File: src/rtl/gpio_alias_bank.sv
module gpio_alias_bank #(
  parameter int          PINS      = 32,
  parameter int          AW        = 8,
  parameter logic [3:0]  REV_MAJOR = 4'd2,
  parameter logic [3:0]  REV_MINOR = 4'd1
) (
  input  logic            clk,
  input  logic            rst_n,
  input  logic [AW-1:0]   bus_addr,
  input  logic            bus_we,
  input  logic [PINS-1:0] bus_wdata,
  output logic [PINS-1:0] bus_rdata,
  input  logic [PINS-1:0] pad_in,
  output logic [PINS-1:0] pad_out,
  output logic [PINS-1:0] pad_hiz
);
  localparam logic [AW-1:0] OFS_REV = 8'h00;
  localparam logic [AW-1:0] OFS_DIR = 8'h34;
  localparam logic [AW-1:0] OFS_LVL = 8'h38;
  localparam logic [AW-1:0] OFS_VAL = 8'h3C;
  localparam logic [AW-1:0] OFS_CLR = 8'h90;
  localparam logic [AW-1:0] OFS_SET = 8'h94;

  logic [PINS-1:0] dir_q, val_q, meta_q, lvl_q;

  wire hit_dir = bus_addr == OFS_DIR;
  wire hit_val = bus_addr == OFS_VAL;
  wire hit_clr = bus_addr == OFS_CLR;
  wire hit_set = bus_addr == OFS_SET;

  always_ff @(posedge clk or negedge rst_n)
    if (!rst_n) begin
      dir_q <= '1;
      val_q <= '0;
    end else if (bus_we) begin
      if (hit_dir) dir_q <= bus_wdata;
      if (hit_val) val_q <= bus_wdata;
      if (hit_set) val_q <= val_q | bus_wdata;
      if (hit_clr) val_q <= val_q & ~bus_wdata;
    end

  always_ff @(posedge clk or negedge rst_n)
    if (!rst_n) begin
      meta_q <= '0;
      lvl_q  <= '0;
    end else begin
      meta_q <= pad_in;
      lvl_q  <= meta_q;
    end

  always_comb
    case (bus_addr)
      OFS_REV: bus_rdata = PINS'({REV_MAJOR, REV_MINOR});
      OFS_DIR: bus_rdata = dir_q;
      OFS_LVL: bus_rdata = lvl_q;
      OFS_VAL: bus_rdata = val_q;
      default: bus_rdata = '0;
    endcase

  assign pad_out = val_q;
  assign pad_hiz = dir_q;

  wire hit_any = bus_addr == OFS_REV || hit_dir || bus_addr == OFS_LVL ||
                 hit_val || hit_clr || hit_set;

  a_r5_set_bits: assert property (@(posedge clk) disable iff (!rst_n)
    (bus_we && hit_set) |=> ((pad_out & $past(bus_wdata)) == $past(bus_wdata)) &&
      ((pad_out & ~$past(bus_wdata)) == ($past(pad_out) & ~$past(bus_wdata))));
  a_r6_clear_bits: assert property (@(posedge clk) disable iff (!rst_n)
    (bus_we && hit_clr) |=> ((pad_out & $past(bus_wdata)) == '0) &&
      ((pad_out & ~$past(bus_wdata)) == ($past(pad_out) & ~$past(bus_wdata))));
  a_r7_alias_zero: assert property (@(posedge clk) disable iff (!rst_n)
    (hit_clr || hit_set) |-> bus_rdata == '0);
  a_r9_unmapped_inert: assert property (@(posedge clk) disable iff (!rst_n)
    (bus_we && !hit_any) |=> $stable(pad_out) && $stable(pad_hiz));
  a_r9_unmapped_zero: assert property (@(posedge clk) disable iff (!rst_n)
    !hit_any |-> bus_rdata == '0);
  a_r2_rev_const: assert property (@(posedge clk) disable iff (!rst_n)
    (bus_addr == OFS_REV) |-> bus_rdata == PINS'({REV_MAJOR, REV_MINOR}));
endmodule

File: config.mk
export PLATFORM = sky130hd
export DESIGN_NAME = gpio_alias_bank
export DESIGN_NICKNAME = d
export VERILOG_FILES = /design/src/rtl/gpio_alias_bank.sv
export SDC_FILE = /design/constraint.sdc
export NUM_CORES = 1
export LEC_CHECK = 0
export ABC_AREA = 1
export BUFFER_PORTS_ARGS = -buffer_cell sky130_fd_sc_hd__buf_2
export CORE_MARGIN = 10
export CORE_UTILIZATION = 45
export CTS_CLUSTER_SIZE = 8
export DETAILED_ROUTE_END_ITERATION = 8
export GPL_ROUTABILITY_DRIVEN = 0
export PLACE_DENSITY_LB_ADDON = 0.05
export SLEW_MARGIN = 20
export SYNTH_ARGS = -nofsm -noshare
export SYNTH_HDL_FRONTEND = slang
export SYNTH_SLANG_ARGS = --single-unit
File: constraint.sdc
create_clock -name clk -period 2.05 [get_ports clk]
set_clock_uncertainty 0.2 [all_clocks]
set_input_delay 0.3075 -clock clk [delete_from_list [all_inputs] [get_ports clk]]
set_output_delay 0.3075 -clock clk [all_outputs]
set_load 0.01 [all_outputs]
# Yosys cells after proc, flatten, opt, wreduce, memory -nomap -nowiden
# Index checks and enable logic that the tools add are counted.
[word_totals] regBits=128 output_inout_bits=96
[op_classes] muxes=4 n_bitwise=3 reduce_logical=4 eq_ne=5
[ops] op="$pmux W32 S4" n=1
[ops] op="$mux W32" n=3
[ops] op="$and A32 B32 Y32" n=1
[ops] op="$not A32 Y32" n=1
[ops] op="$or A32 B32 Y32" n=1
[ops] op="$eq A8 B6 Y1 const B" n=3
[ops] op="$eq A8 B8 Y1 const B" n=2
[ops] op="$logic_not A8 Y1" n=1
[ops] op="$reduce_and A2 Y1" n=2
[ops] op="$reduce_bool A3 Y1" n=1

# Longest topological paths before layout
# Gate-level depths: netlist of the first run.
[depth] ltp_word=4 depth_mapped=10

# Least setup slack after synthesis of the first run
# No wires, ideal clock.
[synth_path] path_type="input-to-output" from="input bus_addr[7]" to="output bus_rdata[10]" cell_stages=6 path_slack_ps=240 required_ps=1542 n_path_buf=1 arrival_time_ps=1303 path_cell_list="nor2_1 > nand2_1 > nor3_4 > clkbuf_1 > nand2_1 > nand3_1"
[synth_via] elab_chain_len=2 word_cells_on_any_way=5 cone_classes="eq/ne (3); mux (1); reduce/logical (1)"
[synth_lines] item="from (decl)" line="9" source="input logic [AW-1:0] bus_addr,"
[synth_lines] item="$eq A8 B6 Y1 / $logic_not A8 Y1 (equally long branches)" line="52" source="case (bus_addr)"
[synth_lines] item="$pmux W32 S4 *" line="52"
[synth_lines] item="to (decl)" line="12" source="output logic [PINS-1:0] bus_rdata,"
# Every way passes the cells marked *; elsewhere a longest branch is shown, timed or not.

# Worst setup path after layout of the first run
[layout_path] from="input bus_addr[7]" to="output bus_rdata[16]"
# Same word-level chain as after synthesis.

==> impl_metrics.csv, run 1 <==
group,metric,value,unit
grt,antenna_found_initial,0,
pwr,seqPwrFrac,0.422,
pwr,internal_power,5.19,mW
timing,final.setup.tns,0,ns
detailed_routing,wl,18.1,mm
clocking,cts_tree,"done",
cells_and_area,final_util,0.677,
pwr,p_clk_frac,0.478,
pwr,leakagePower,4.37,nW
timing,finalCritPeriodShare,0.958,
worst_setup_path,timing.critical_path.to,"bus_rdata[16]",
synthesis,ys_ff_latch,128,
die,ios,171,
cells_and_area,area_growth,47.3,%
grt,grt.total_usage,0.213,
placed_design,dp_cells,990,
detailed_routing,ant_nets,0,
worst_setup_path,r2r_cells,6,
worst_setup_path,startpoint,"bus_addr[7]",
die,die_w,131,um
synthesis,synthCells,681,
detailed_routing,post_drt_wl_per_cell,16.5,um
worst_setup_path,r2r_setup_slack,0.98,ns
pwr,p_comb_frac,0.100,
grt,grt.overflow.total,0,
worst_setup_path,endpoint_kind,"output port",
worst_setup_path,worst_r2r_endpoint,"pad_out[12]",
synthesis,syn_area_per_cell,8.07,sq um
clocking,clkTransAtPathRegs,0.05,ns
clocking,worstSkewPairLatency,0.41,ns
cells_and_area,num-nets-final,1008,
pwr,peakVddDrop,0.567,mV
detailed_routing,post-route-drc-count,0,
run_status,status,"finished clean",
timing,tightest_slew,0.535,ns
grt,grt_pass1_vias,5521,
pwr,netSwitchingFraction,0.234,
flow_run,cap_violations,0,
worst_setup_path,required,1.54,ns
placed_design,place_ws,-0.00822,ns
die,dieHeight,131,um
cells_and_area,final_common_cell,"nand2_1",
grt,grt_pass1_wl,28.2,mm
clocking,cts_root_buffer,"clkbuf_16",
clocking,h-tree-depth,4,
detailed_routing,first_iter_violations,350,
cells_and_area,final_cell_mix,"nand2_1 (330), buf_2 (169), nand3_1 (97)",
pwr,switching_power,1.58,mW
synthesis,synth_edf_count,0,
die,die_area,17000,sq um
synthesis,synth_cell_types,16,
timing,slew_headroom,0.643,
worst_setup_path,startpoint_type,"input port",
timing,setup_viol,0,
timing,slew_violations,0,
worst_setup_path,critPathKind,"in2out",
detailed_routing,drt-vias-per-instance,4.91,
synthesis,synthArstFlopShare,1.00,
worst_hold_path,hp-class,"in2reg",
die,floorplan.initialDensity,0.459,
synthesis,synth_top_flop_cell,"dfrtp_1",
cells_and_area,drive_above_1_share,0.292,
cells_and_area,layout.cells.non_filler,1093,
timing,final.setup.worst_slack,0.0857,ns
placed_design,dp_hpwl,12.2,mm
pwr,p_total,6.77,mW
timing,layout_min_cycle_time,1.96,ns
cells_and_area,diodes,0,
timing,max_freq,0.509,GHz
grt,grt_max_degree,44,
synthesis,yosys_warnings,0,
clocking,clockBufferDepth,2,
clocking,cts_buffers,17,
synthesis,syn_area,5500,sq um
pwr,power_density,836,nW/um^2
worst_setup_path,worst-path-max-fanout,18,
timing,hold_viol,0,
detailed_routing,dr.pass1.iters,5,
synthesis,yosysSeqAreaShare,0.590,
worst_setup_path,arrival,1.46,ns
detailed_routing,vias,5368,
clocking,clock-sinks,128,
placed_design,portBuffers,170,
worst_setup_path,r2r-start,"pad_out[12]",
die,coreArea,12000,sq um
synthesis,synth_fp_nets,756,
die,rows,40,
==> sequential cells by signal, indices dropped and copies added, names as in the netlist <==
register	count
lvl_q	32
meta_q	32
pad_hiz	32
pad_out	32
==> logic make-up after synthesis <==
logic type    synth area share
buf+inv                 0.0567
simple gates             0.353
flops                    0.590
==> power by group through the flow <==
| stage | Combinational (mW) | Sequential (mW) | Clock, mW |
|---|---|---|---|
| after CTS | 0.677 | 2.86 | 3.28 |
| after detailed placement | 0.577 | 2.90 | 0 |
| after global placement | 0.558 | 2.89 | 0 |
| final | 0.674 | 2.86 | 3.24 |
| after global routing | 0.755 | 2.88 | 3.41 |
| after floorplan | 0.189 | 2.92 | 0 |
==> how the worst min path moves through the flow <==
stage,startpoint,to,slack [ns],depth (start not counted)
finish,bus_we,pad_hiz[28],0.12,3
global route,bus_we,pad_hiz[21],0.12,3
CTS,bus_we,pad_hiz[31],0.11,3
detailed placement,rst_n,lvl_q[8],0.12,1
global placement,rst_n,lvl_q[8],0.12,1
floorplan,rst_n,lvl_q[0],-0.19,0
==> Yosys cell counts (2+ instances only) <==
library cell,n,area [sq um]
buf_2,9,45.0
buf_4,3,22.5
clkbuf_1,22,82.6
dfrtp_1,96,2400
dfstp_2,32,841
inv_1,40,150
inv_2,2,7.51
nand2_1,331,1240
nand3_1,97,485
nand4_1,3,18.8
nor2_1,38,143
nor2_2,3,18.8
nor3_1,2,10.0
==> worst max-delay path, cell delays in order <==
cell	delay, ns
buf_2	0.12
nor2_4	0.12
nand2_2	0.11
nor3_4	0.21
buf_4	0.15
buf_12	0.14
nand2_1	0.06
nand3_1	0.08
buf_2	0.14
==> metrics by stage <==
step                instance area [sq um]  hold slack [ns]
floorplan                            5500           -0.188
global placement                     6710            0.116
detailed placement                   6710            0.117
CTS                                  8010            0.107
global route                         8100            0.121
finish                               8100            0.116
==> per-layer routing <==
| metal | part of all wire | up-vias | GRT usage |
|---|---|---|---|
| met2 | 0.50 | 161 | 0.355 |
| met1 | 0.42 | 2599 | 0.260 |
| li1 | - | 2595 | - |
| met4 | 0.0074 | 0 | 0.0621 |
| met3 | 0.066 | 13 | 0.0665 |
| met5 | 0 | - | 0 |
==> repair_timing <==
action	in CTS	in global routing
gates resized for setup	1	2
buffers inserted	0	4
hold endpoints to repair	91	0
cloned	0	2
setup endpoints to repair	1	23
pin swaps	0	2
hold buffers	65	0
==> layout make-up <==
type	count	area [sq um]
clock buffer	22	484
clock inverter	10	158
fill	995	3870
inverter	43	161
multi-input combinational	476	1970
sequential	128	3240
tap	147	184
timing repair buffer	267	1890
(Power assumes the default switching activity.)
==> run 2, diff against run 1 <==
CORE_MARGIN = 5   (was 10)
GPL_TIMING_DRIVEN = 0   (was default)
HOLD_SLACK_MARGIN = 0.12   (was default)
==> impl_metrics.csv, run 2 (synthesized netlist as in run 1, its figures left out) <==
group,metric,value,unit
cells_and_area,drive_above_1_share,0.290,
worst_setup_path,endpoint_kind,"output port",
detailed_routing,post-route-drc-count,0,
die,dieHeight,121,um
timing,slew_violations,0,
worst_setup_path,r2r_cells,6,
worst_setup_path,worst_r2r_endpoint,"pad_out[31]",
pwr,leakagePower,4.36,nW
worst_setup_path,startpoint_type,"input port",
detailed_routing,dr.pass1.iters,6,
cells_and_area,final_cell_mix,"nand2_1 (329), buf_2 (177), dfrtp_1 (96)",
worst_setup_path,r2r_setup_slack,0.96,ns
clocking,clockBufferDepth,2,
cells_and_area,diodes,0,
pwr,switching_power,1.62,mW
die,die_w,121,um
worst_setup_path,worst-path-max-fanout,10,
pwr,power_density,825,nW/um^2
cells_and_area,fillCellCount,980,
detailed_routing,post_drt_wl_per_cell,16.0,um
placed_design,dp_hpwl,11.6,mm
worst_setup_path,r2r-start,"pad_out[31]",
worst_setup_path,critPathKind,"in2out",
grt,grt.total_usage,0.249,
timing,whs,0.142,ns
clocking,clkTransAtPathRegs,0.06,ns
cells_and_area,final_common_cell,"nand2_1",
worst_hold_path,hp-class,"reg2reg",
placed_design,portBuffers,169,
worst_setup_path,required,1.54,ns
pwr,p_clk_frac,0.469,
timing,final.setup.worst_slack,0.0720,ns
grt,antenna_found_initial,0,
pwr,netSwitchingFraction,0.244,
timing,finalCritPeriodShare,0.965,
timing,layout_min_cycle_time,1.98,ns
clocking,cts_tree,"done",
clocking,cts_root_buffer,"clkbuf_16",
timing,hold_viol,0,
grt,grt.overflow.total,0,
grt,grt_pass1_wl,27.7,mm
worst_setup_path,arrival,1.47,ns
placed_design,place_ws,-0.512,ns
grt,grt_max_degree,80,
grt,grt_pass1_vias,5395,
timing,tightest_slew,0.590,ns
pwr,p_total,6.64,mW
flow_run,cap_violations,0,
pwr,peakVddDrop,0.648,mV
timing,max_freq,0.506,GHz
timing,setup_viol,0,
pwr,p_comb_frac,0.100,
timing,slew_headroom,0.607,
die,ios,171,
die,coreArea,12000,sq um
clocking,clock-sinks,128,
detailed_routing,wl,17.7,mm
clocking,cts_buffers,17,
pwr,seqPwrFrac,0.431,
detailed_routing,first_iter_violations,417,
die,rows,40,
timing,rsz0062_at_grt,"true",
die,floorplan.initialDensity,0.457,
worst_setup_path,timing.critical_path.to,"bus_rdata[16]",
cells_and_area,num-nets-final,1020,
detailed_routing,ant_nets,0,
cells_and_area,area_growth,46.4,%
clocking,h-tree-depth,4,
detailed_routing,vias,5403,
worst_setup_path,startpoint,"bus_addr[6]",
detailed_routing,drt-vias-per-instance,4.89,
clocking,worstSkewPairLatency,0.42,ns
run_status,status,"finished clean",
die,die_area,14500,sq um
pwr,internal_power,5.02,mW
==> run 2: changes by cell type in the layout (fill, tap and decap cells not counted), sizes merged <==
cell | previous run | this run
clkbuf | 24 | 38
buf | 200 | 195
clkinvlp | 3 | 5
dlygate4sd3 | 65 | 67
bufinv | 4 | 3
clkinv | 4 | 3
==> run 2: area by class of cell <==
cell class	count	area, sq um	share of cell area
repair buffers	245	1630	0.203
inverters	43	165	0.0205
clock inverters	10	135	0.0168
plain buffers	34	233	0.0289
flip-flops and latches	128	3240	0.403
multi-input cells	476	1980	0.247
clock buffers	21	470	0.0585
well taps	147	184	0.0229
==> run 2: worst min path at each step <==
| stage | start | end | slack (ns) | cells after the start |
|---|---|---|---|---|
| floorplan | rst_n | lvl_q[0] | -0.19 | 0 |
| global placement | meta_q[12] | lvl_q[12] | 0.13 | 0 |
| detailed placement | rst_n | lvl_q[2] | 0.04 | 1 |
| CTS | meta_q[5] | lvl_q[5] | 0.15 | 0 |
| global route | meta_q[5] | lvl_q[5] | 0.15 | 0 |
| finish | meta_q[5] | lvl_q[5] | 0.14 | 0 |
==> run 2: timing repair <==
| item | in CTS | in global routing |
|---|---|---|
| resized for setup | 31 | 21 |
| hold buffers | 67 | 0 |
| setup buffers | 3 | 3 |
| hold endpoints to repair | 205 | 0 |
| endpoints found under the setup margin | 32 | 33 |
| gates cloned | 0 | 2 |
| pin swaps | 1 | 2 |
==> run 2: routing by layer <==
| layer | routed length, um | part of all wire | GRT usage |
|---|---|---|---|
| met1 | 7520 | 0.42 | 0.315 |
| met2 | 8580 | 0.48 | 0.407 |
| met3 | 1200 | 0.068 | 0.0683 |
| met4 | 412 | 0.023 | 0.103 |
| met5 | 0 | 0 | 0 |
==> run 2: critical path, cell delays in order <==
cell	delay, ns
buf_2	0.12
nor2_4	0.16
nand2_4	0.10
nor3_4	0.17
buf_6	0.15
clkbuf_8	0.18
nand2_1	0.07
nand3_2	0.07
buf_2	0.13
==> run 2: power groups by stage <==
stage | Clock [mW] | Combinational, mW | Sequential (mW)
floorplan | 0 | 0.189 | 2.92
finish | 3.11 | 0.666 | 2.86
detailed placement | 0 | 0.552 | 2.89
global placement | 0 | 0.529 | 2.89
global route | 3.28 | 0.745 | 2.88
CTS | 3.15 | 0.660 | 2.86
==> run 2: through the flow <==
stage	instances	area (sq um)	setup TNS, ns	util
2_1_floorplan	681	5500	0	-
3_3_place_gp	997	6530	-144.38	0.543
3_5_place_dp	998	6560	-14.02	0.546
4_1_cts	1099	7950	0	0.662
5_1_grt	1104	8050	-0.119	0.670
6_report	1104	8050	0	0.670
==> run 3, diff against run 2 <==
ABC_AREA = default   (was 1)
CORE_ASPECT_RATIO = 0.9   (was default)
==> impl_metrics.csv, run 3 <==
group,metric,value,unit
run_status,status,"finished clean",
worst_setup_path,startpoint_type,"flip-flop",
flow_run,cap_violations,0,
synthesis,synth_edf_count,0,
detailed_routing,post_drt_wl_per_cell,19.2,um
detailed_routing,vias,4445,
cells_and_area,area_growth,45.6,%
synthesis,ys_ff_latch,128,
grt,grt.total_usage,0.228,
grt,grt.overflow.total,0,
grt,antenna_found_initial,0,
worst_hold_path,hp-class,"reg2reg",
synthesis,yosysMostFrequentCell,"dfrtp_1",
worst_setup_path,endpoint_kind,"output port",
die,dieHeight,114,um
synthesis,synth_top_flop_cell,"dfrtp_1",
synthesis,yosys.area.top_type,"dfrtp_1",
clocking,cts_buffers,17,
timing,rsz0062_at_grt,"true",
placed_design,dp_hpwl,10.7,mm
synthesis,synthCells,398,
placed_design,dp_cells,728,
synthesis,yosys.area.top_type_share,0.443,
detailed_routing,ant_nets,0,
synthesis,synth_top_cells_by_count,"dfrtp_1 (96), mux2_2 (34), a22oi_1 (32), dfstp_2 (32), nor2_1 (31)",
synthesis,synth_fp_nets,473,
cells_and_area,diodes,0,
detailed_routing,dr.pass1.iters,5,
synthesis,yosysSeqAreaShare,0.598,
placed_design,placed_cell_area,6500,sq um
clocking,cts_root_buffer,"clkbuf_16",
timing,max_freq,0.501,GHz
die,floorplan.initialDensity,0.454,
cells_and_area,final_cell_mix,"buf_2 (171), dfrtp_1 (96), dlygate4sd3_1 (65)",
timing,slew_violations,0,
cells_and_area,layout.cells.non_filler,833,
die,ios,171,
worst_setup_path,required,1.54,ns
die,die_w,126,um
timing,slew_headroom,0.620,
clocking,worstSkewPairLatency,0.41,ns
synthesis,synth_cell_types,29,
timing,tightest_slew,0.568,ns
clocking,h-tree-depth,4,
pwr,power_density,840,nW/um^2
detailed_routing,post-route-drc-count,0,
clocking,clock-sinks,128,
timing,setup_viol,0,
placed_design,portBuffers,169,
clocking,clockBufferDepth,2,
die,rows,38,
synthesis,syn_area_per_cell,13.6,sq um
synthesis,syn_area,5420,sq um
worst_setup_path,arrival,1.49,ns
clocking,clkTransAtPathRegs,0.05,ns
pwr,peakVddDrop,0.674,mV
synthesis,synthArstFlopShare,1.00,
worst_setup_path,cp_num_buf_inv,1,
detailed_routing,drt-vias-per-instance,5.34,
synthesis,synth_area_leaders,"dfrtp_1 (44%), dfstp_2 (16%), mux2_2 (7.1%)",
grt,grt_pass1_vias,4578,
cells_and_area,drive_above_1_share,0.452,
detailed_routing,first_iter_violations,377,
worst_setup_path,worst-path-max-fanout,4,
clocking,cts_tree,"done",
worst_setup_path,crit_chain,"mux2_2 > a22oi_1 > nor2_1 > buf_2",
cells_and_area,fin_area,7890,sq um
cells_and_area,num-nets-final,735,
die,die_area,14300,sq um
synthesis,yosys_warnings,0,
worst_setup_path,critPathTopFamily,"flip-flops",
worst_setup_path,critPathKind,"reg2out",
timing,hold_viol,0,
timing,layout_min_cycle_time,2.00,ns
detailed_routing,wl,16.0,mm
worst_setup_path,cp_slowest_cell,"dfrtp_1",
timing,finalCritPeriodShare,0.974,
die,coreArea,11900,sq um
grt,grt_pass1_wl,25.3,mm
cells_and_area,final_common_cell,"buf_2",
grt,grt_max_degree,69,
worst_setup_path,max_stage_delay,0.41,ns
pwr,leakagePower,3.83,nW
run 3: changes by cell type in the layout (fill, tap and decap cells not counted), moves of 27 or more:
cell	before	now
nand2_1	329	0
nand3_1	95	1
mux2_2	0	34
a22oi_1	0	30
mux2_1	0	30
inv_1	40	13
run 3: power by group:
group,switching (mW),internal (mW)
Sequential,0.126,2.73
Clock,1.09,1.85
Combinational,0.395,0.436
run 3: path summary, 6_finish.rpt:
| check | startpoint | end | slack, ns | cells past startpoint |
|---|---|---|---|---|
| max in group asynchronous | rst_n | pad_hiz[9] | 0.71 | 3 |
| setup reg to reg | pad_out[7] | pad_out[7] | 0.83 | 2 |
| setup / recovery | pad_out[16] | bus_rdata[16] | 0.05 | 4 |
| hold / removal | meta_q[11] | lvl_q[11] | 0.15 | 0 |
| min in group asynchronous | rst_n | pad_out[0] | 0.21 | 2 |
| hold reg to reg | meta_q[11] | lvl_q[11] | 0.15 | 0 |
run 3: area by class of cell:
type / count / area (sq um)
Buffer: 34 / 240
Inverter: 13 / 48.8
Clock inverter: 9 / 108
Sequential cell: 128 / 3240
Tap cell: 160 / 200
Clock buffer: 23 / 468
Fill cell: 940 / 4050
Multi-Input combinational cell: 222 / 1980
Timing Repair Buffer: 244 / 1600
run 3: layer usage:
metal	global-route usage	part of all wire	vias to the layer above
li1	-	-	2034
met1	0.305	0.43	2217
met2	0.356	0.48	173
met3	0.0667	0.077	21
met4	0.0845	0.016	0
met5	0	0	-
run 3: through the flow:
stage / setup WS [ns] / setup TNS, ns / hold WS, ns / power [mW] / util
2_1_floorplan: 0.0897 / 0 / -0.188 / 3.21 / -
3_3_place_gp: -1.20 / -157.05 / 0.131 / 3.56 / 0.542
3_5_place_dp: -0.833 / -28.48 / 0.0764 / 3.59 / 0.545
4_1_cts: 0.0357 / 0 / 0.148 / 6.64 / 0.655
5_1_grt: -0.00613 / -0.00851 / 0.152 / 6.89 / 0.661
6_report: 0.0538 / 0 / 0.145 / 6.62 / 0.661
run 3: worst register-to-register path: stages (launching register included):
cell	delay [ns]
dfrtp_1	0.42
and4b_1	0.22
a221o_1	0.26
run 3: cell families after synthesis:
kind of cell	after synthesis	synth area share
AO/OA/AOI/OAI	82	0.128
AND/OR/NAND/NOR	76	0.0988
buffers and inverters	48	0.0418
multiplexers	64	0.133
flip-flops	128	0.598
run 3: timing repair:
| item | CTS | global route |
|---|---|---|
| pin swaps | 2 | 2 |
| resized for setup | 30 | 13 |
| hold buffers | 65 | 0 |
| hold endpoints to repair | 208 | 0 |
| setup buffers | 2 | 7 |
| endpoints found under the setup margin | 41 | 22 |
